==> config.mk <==
export PLATFORM = sky130hd
export DESIGN_NAME = i2c_sclk_divider
export DESIGN_NICKNAME = d
export VERILOG_FILES = /design/src/rtl/i2c_sclk_pkg.sv /design/src/rtl/i2c_sclk_cfg.sv /design/src/rtl/i2c_sclk_prediv.sv /design/src/rtl/i2c_sclk_halfdiv.sv /design/src/rtl/i2c_sclk_divider.sv
export SDC_FILE = /design/constraint.sdc
export NUM_CORES = 1
export LEC_CHECK = 0
export ABC_AREA = 1
export CAP_MARGIN = 10
export CORE_UTILIZATION = 53
export CTS_BUF_LIST = sky130_fd_sc_hd__clkbuf_16
export CTS_CLUSTER_DIAMETER = 100
export CTS_CLUSTER_SIZE = 40
export DETAILED_ROUTE_END_ITERATION = 10
export GPL_ROUTABILITY_DRIVEN = 0
export PLACE_DENSITY = 0.79
export SYNTH_ARGS = -nofsm -noshare
export SYNTH_HDL_FRONTEND = slang
export SYNTH_SLANG_ARGS = --single-unit
==> constraint.sdc <==
create_clock -name clk -period 2.25 [get_ports clk]
set_input_delay 0.3375 -clock clk [delete_from_list [all_inputs] [get_ports clk]]
set_output_delay 0.3375 -clock clk [all_outputs]
set_load 0.05 [all_outputs]
==> src/rtl/i2c_sclk_pkg.sv <==
package i2c_sclk_pkg;
  // Mode field positions: the software side encodes them this way.
  localparam int MODE_W       = 4;
  localparam int MODE_EN_BIT  = 0;
  localparam int MODE_SEL_LSB = 1;
  localparam int MODE_FILT_BIT = 3;

  localparam int SEL_BITS  = 2;
  localparam int RATE_BITS = 8;

  // Configuration set that is held constant for one full serial period.
  typedef struct packed {
    logic [SEL_BITS-1:0]  sel;
    logic                 filt;
    logic [RATE_BITS-1:0] rate;
  } sclk_cfg_t;
endpackage

==> src/rtl/i2c_sclk_cfg.sv <==
module i2c_sclk_cfg
  import i2c_sclk_pkg::*;
#(
  parameter int REG_W = 16
) (
  input  logic                  clk,
  input  logic                  rst_n,
  input  logic [MODE_W-1:0]     mode_reg,
  input  logic [REG_W-1:0]      rate_reg,
  input  logic                  period_end,
  output logic                  run,
  output sclk_cfg_t             act
);
  sclk_cfg_t nxt;

  always_comb begin
    nxt.sel  = mode_reg[MODE_SEL_LSB +: SEL_BITS];
    nxt.filt = mode_reg[MODE_FILT_BIT];
    nxt.rate = rate_reg[RATE_BITS-1:0];
  end

  generate
    if (REG_W > RATE_BITS) begin : g_hi
      logic unused_rate_hi;
      assign unused_rate_hi = ^rate_reg[REG_W-1:RATE_BITS];
    end
  endgenerate

  // Shadow copy taken on start and at every full-period boundary.
  always_ff @(posedge clk) begin
    if (!rst_n) begin
      run <= 1'b0;
      act <= '0;
    end else if (!mode_reg[MODE_EN_BIT]) begin
      run <= 1'b0;
    end else if (!run || period_end) begin
      run <= 1'b1;
      act <= nxt;
    end
  end
endmodule

==> src/rtl/i2c_sclk_prediv.sv <==
module i2c_sclk_prediv
  import i2c_sclk_pkg::*;
#(
  parameter int PRE_LOG_MAX = 5
) (
  input  logic                clk,
  input  logic                rst_n,
  input  logic                en,
  input  logic                run,
  input  logic [SEL_BITS-1:0] sel,
  output logic                tick
);
  localparam int PRE_W   = PRE_LOG_MAX;
  localparam int N_SEL   = 1 << SEL_BITS;

  logic [PRE_W-1:0] lim_tab [N_SEL];
  logic [PRE_W-1:0] cnt;
  logic [PRE_W-1:0] lim;

  // One terminal count per select value: 2^(PRE_LOG_MAX - s) - 1.
  generate
    for (genvar s = 0; s < N_SEL; s++) begin : g_lim
      assign lim_tab[s] = PRE_W'((1 << (PRE_LOG_MAX - s)) - 1);
    end
  endgenerate

  assign lim  = lim_tab[sel];
  assign tick = run && (cnt == lim);

  always_ff @(posedge clk) begin
    if (!rst_n) begin
      cnt <= '0;
    end else if (!en || !run || (cnt == lim)) begin
      cnt <= '0;
    end else begin
      cnt <= cnt + PRE_W'(1);
    end
  end
endmodule

==> src/rtl/i2c_sclk_halfdiv.sv <==
module i2c_sclk_halfdiv
  import i2c_sclk_pkg::*;
#(
  parameter int BASE_OFF = 3,
  parameter int FILT_OFF = 2
) (
  input  logic                 clk,
  input  logic                 rst_n,
  input  logic                 en,
  input  logic                 run,
  input  logic                 tick,
  input  logic                 filt,
  input  logic [RATE_BITS-1:0] rate,
  output logic                 phase,
  output logic                 half_tick,
  output logic                 period_end
);
  localparam int MAX_HALF = (1 << RATE_BITS) - 1 + BASE_OFF + FILT_OFF;
  localparam int HALF_W   = $clog2(MAX_HALF + 1);

  logic [HALF_W-1:0] cnt;
  logic [HALF_W-1:0] lim;

  assign lim = HALF_W'(rate) + HALF_W'(BASE_OFF - 1)
             + (filt ? HALF_W'(FILT_OFF) : HALF_W'(0));

  assign half_tick  = tick && (cnt == lim);
  assign period_end = half_tick && phase;

  always_ff @(posedge clk) begin
    if (!rst_n) begin
      cnt   <= '0;
      phase <= 1'b0;
    end else if (!en || !run) begin
      cnt   <= '0;
      phase <= 1'b0;
    end else if (tick) begin
      if (cnt == lim) begin
        cnt   <= '0;
        phase <= ~phase;
      end else begin
        cnt <= cnt + HALF_W'(1);
      end
    end
  end
endmodule

==> src/rtl/i2c_sclk_divider.sv <==
module i2c_sclk_divider
  import i2c_sclk_pkg::*;
#(
  parameter int REG_W       = 16,
  parameter int PRE_LOG_MAX = 5,
  parameter int BASE_OFF    = 3,
  parameter int FILT_OFF    = 2
) (
  input  logic              clk,
  input  logic              rst_n,
  input  logic [MODE_W-1:0] mode_reg,
  input  logic [REG_W-1:0]  rate_reg,
  output logic              pre_tick,
  output logic              half_tick,
  output logic              scl_phase
);
  logic      run;
  logic      period_end;
  logic      en;
  sclk_cfg_t act;

  assign en = mode_reg[MODE_EN_BIT];

  i2c_sclk_cfg #(.REG_W(REG_W)) u_cfg (
    .clk        (clk),
    .rst_n      (rst_n),
    .mode_reg   (mode_reg),
    .rate_reg   (rate_reg),
    .period_end (period_end),
    .run        (run),
    .act        (act)
  );

  i2c_sclk_prediv #(.PRE_LOG_MAX(PRE_LOG_MAX)) u_pre (
    .clk   (clk),
    .rst_n (rst_n),
    .en    (en),
    .run   (run),
    .sel   (act.sel),
    .tick  (pre_tick)
  );

  i2c_sclk_halfdiv #(.BASE_OFF(BASE_OFF), .FILT_OFF(FILT_OFF)) u_half (
    .clk        (clk),
    .rst_n      (rst_n),
    .en         (en),
    .run        (run),
    .tick       (pre_tick),
    .filt       (act.filt),
    .rate       (act.rate),
    .phase      (scl_phase),
    .half_tick  (half_tick),
    .period_end (period_end)
  );
endmodule

==> impl_metrics.csv <==
group,metric,value,unit
grt,antenna_found_initial,0,
final_layout,drive_gt1_frac,0.300,
floorplanning,core-area,2830,µm²
timing,skew,0.00257,ns
power_and_ir_drop,p_sw_frac,0.267,
power_and_ir_drop,p_leak,0.860,nW
worst_hold_path,hold_start,"u_pre.cnt[0]$_SDFF_PP0_",
critical_path,worst_r2r_endpoint,"u_cfg.act[4]$_SDFFE_PN0P_",
final_layout,utilization,0.777,
power_and_ir_drop,p_comb_frac,0.176,
final_layout,diodes,0,
routing,drt-initial-drc-count,78,
timing,min_period,2.46,ns
timing,final_max_slew_viol_count,0,
timing,hold_violations,0,
timing,fmax,406,MHz
synthesis,ys_ff_latch,27,
clock_tree,cts_root_buffer,"clkbuf_16",
routing,via_per_inst,5.42,
synthesis,synth_top_area_cell,"dfxtp_1",
clock_tree,clk_path_buf_depth,2,
critical_path,worst_r2r_startpoint,"u_cfg.act[8]$_SDFFE_PN0P_",
final_layout,area_delta_synth_final,35.3,%
clock_tree,cts_buffers,3,
synthesis,ys_seq_area_frac,0.333,
routing,dr.pass1.iters,4,
critical_path,required,1.91,ns
power_and_ir_drop,power_density,518,nW/µm²
worst_hold_path,worstHoldPathType,"reg -> reg",
timing,worst_pin_slew,0.663,ns
critical_path,endpoint_kind,"primary output",
power_and_ir_drop,pwr-share-clk,0.369,
routing,wl_per_cell,13.7,µm
grt,grt_max_degree,24,
status,outcome,"finished with violations",
grt,grt_pass1_vias,1437,
final_layout,fillers,179,
floorplanning,start_util,0.575,
worst_hold_path,hold_path_end,"u_pre.cnt[0]$_SDFF_PP0_",
critical_path,r2r_cells,17,
power_and_ir_drop,power.switching,0.000304,W
synthesis,ys_types,34,
clock_tree,numClockSinks,27,
synthesis,synth_area_leaders,"dfxtp_1 (33%), nand2_1 (11%), inv_1 (8.1%), nor2_1 (6.9%), nand3_1 (5.5%)",
synthesis,yosys_warnings,0,
synthesis,synth_edf_count,0,
routing,drc,0,
final_layout,final_nets,288,
power_and_ir_drop,internal_power,0.000835,W
timing,relSlewSlack,0.557,
placement,placedInstanceArea,1810,µm²
timing,period_share,1.10,
clock_tree,clk_pin_slew,0.07,ns
synthesis,yosys_most_used_dff,"dfxtp_1",
floorplanning,die_w,57.4,µm
floorplanning,io_pins,25,
final_layout,final_common_cell,"nand2_1",
synthesis,synth_area_per_cell,6.95,µm²
floorplanning,die_y,57.4,µm
placement,io_buffer_count,16,
clock_tree,worstSkewPairLatency,0.27,ns
routing,routed-via-count,1577,
routing,wl,3.99,mm
clock_tree,cts_tree,"done",
power_and_ir_drop,ir_drop,501,µV
grt,grt_pass1_wl,5.66,mm
final_layout,final_cell_mix,"nand2_1 (43), inv_1 (30), nor2_1 (27)",
synthesis,netlist.area_leader.share,0.333,
run,cap_viol_max_count,0,
critical_path,critPathArrivalTime,2.13,ns
critical_path,ff2ff_setup_slack,-0.14,ns
timing,rsz0062_at_grt,"true",
floorplanning,rows,19,
routing,final_antenna_net_count,0,
synthesis,postSynth.asyncResetShare,0,
critical_path,startpoint,"u_cfg.act[8]$_SDFFE_PN0P_",
critical_path,criticalPathCategory,"reg -> out",
critical_path,start_kind,"register",
placement,dp_hpwl,2.23,mm
status,violations,"negative setup slack",
placement,place_ws,-0.0196,ns
floorplanning,dieArea,3290,µm²
final_layout,final_area,2200,µm²
grt,grt.overflow.total,0,
worst_hold_path,worstHoldPathCells,1,
grt,grtUsageTotal,0.220,
clock_tree,htree_levels,1,
clock_tree,cts.hold.buffers_added,0,
power_and_ir_drop,total_power,0.00114,W
synthesis,synth_cells,234,
power_and_ir_drop,pwr-share-seq,0.455,
timing,setup_slack,-0.215,ns
synthesis,syn_area,1630,µm²
timing,finalSetupViolCount,20,
synthesis,synth.net_count,261,
critical_path,path_max_fanout,2,
-- timing repair --
action | 4_1_cts | 5_1_grt
pin swaps | 10 | 20
gates cloned | 0 | 2
hold endpoints to repair | 0 | 0
gates resized for setup | 16 | 36
setup endpoints to repair | 12 | 18
buffers inserted | 6 | 3
-- per-layer routing --
layer / vias up / share of wire / GRT usage / wire length [µm]
met5: - / 0 / 0 / 0
met4: 0 / 0.030 / 0.0976 / 119
met3: 12 / 0.034 / 0.0476 / 136
met2: 38 / 0.54 / 0.409 / 2150
met1: 739 / 0.40 / 0.237 / 1590
li1: 788 / - / - / -
-- registers in the layout, summed over array words and instances (netlist names) --
| signal | count |
|---|---|
| u_half.phase | 1 |
| u_cfg.run | 1 |
| u_half.cnt | 9 |
| u_pre.cnt | 5 |
| u_cfg.act | 11 |
-- Yosys cell counts, types with 3 or more instances --
cell / instances
nor3_1: 4
o21ai_0: 4
a21oi_2: 3
nor2_2: 4
nor2_4: 4
nand2_1: 49
a21oi_1: 15
ha_1: 5
o21ai_1: 4
nor2_1: 30
nand3_1: 18
inv_1: 35
xnor2_1: 5
dfxtp_1: 27
-- per-stage QoR --
stage                     std cells  TNS [ns]  hold slack, ns
final                           291     -1.69           0.447
after CTS                       287    -0.439           0.453
after global placement          277         0           0.432
after floorplan                 234         0           0.418
after global routing            291     -4.11           0.480
after detailed placement        277   -0.0196           0.437
-- how the worst max path moves through the flow --
| stage | slack, ns | end | cells after the start |
|---|---|---|---|
| 6_report | -0.21 | half_tick | 12 |
| 5_1_grt | -0.31 | half_tick | 12 |
| 4_1_cts | -0.19 | half_tick | 12 |
| 3_5_place_dp | -0.02 | half_tick | 13 |
| 3_3_place_gp | 0.03 | half_tick | 13 |
| 2_1_floorplan | 0.20 | half_tick | 12 |
-- cells by family (layout without fill, tap and decap cells) --
logic type	after synthesis	after routing	synth area share
adders and majority gates	5	5	0.0385
DFF	27	27	0.333
AOI/OAI and AO/OA	27	27	0.0916
buffers and inverters	43	67	0.119
xor gates and xnor gates	7	7	0.0377
and+or+nand+nor	125	127	0.381
-- power by group through the flow --
stage	registers (W)	clock network (W)	logic, W
after floorplan	0.000517	0	0.000108
after global placement	0.000520	0	0.000140
after detailed placement	0.000521	0	0.000142
after CTS	0.000512	0.000421	0.000164
after global routing	0.000521	0.000434	0.000222
final	0.000519	0.000420	0.000200
-- critical path: stages (launching register included) --
cell and delay [ns]:
dfxtp_2 0.33, inv_2 0.06, ha_4 0.12, inv_2 0.04
ha_4 0.16, ha_4 0.25, xnor2_2 0.17, nand2_2 0.09
nor2_4 0.12, nand3_2 0.11, nor2_4 0.12, and2_4 0.18
buf_12 0.13
-- layout make-up --
cell class                      count  area, µm²  share of cell area
Clock inverter                      1       7.51             0.00341
Inverter                           37        141              0.0643
Tap cell                           31       38.8              0.0176
Clock buffer                        3       75.1              0.0341
Timing Repair Buffer               26        263               0.120
Multi-Input combinational cell    166       1130               0.514
Sequential cell                    27        543               0.247
(Power assumes the default switching activity.)
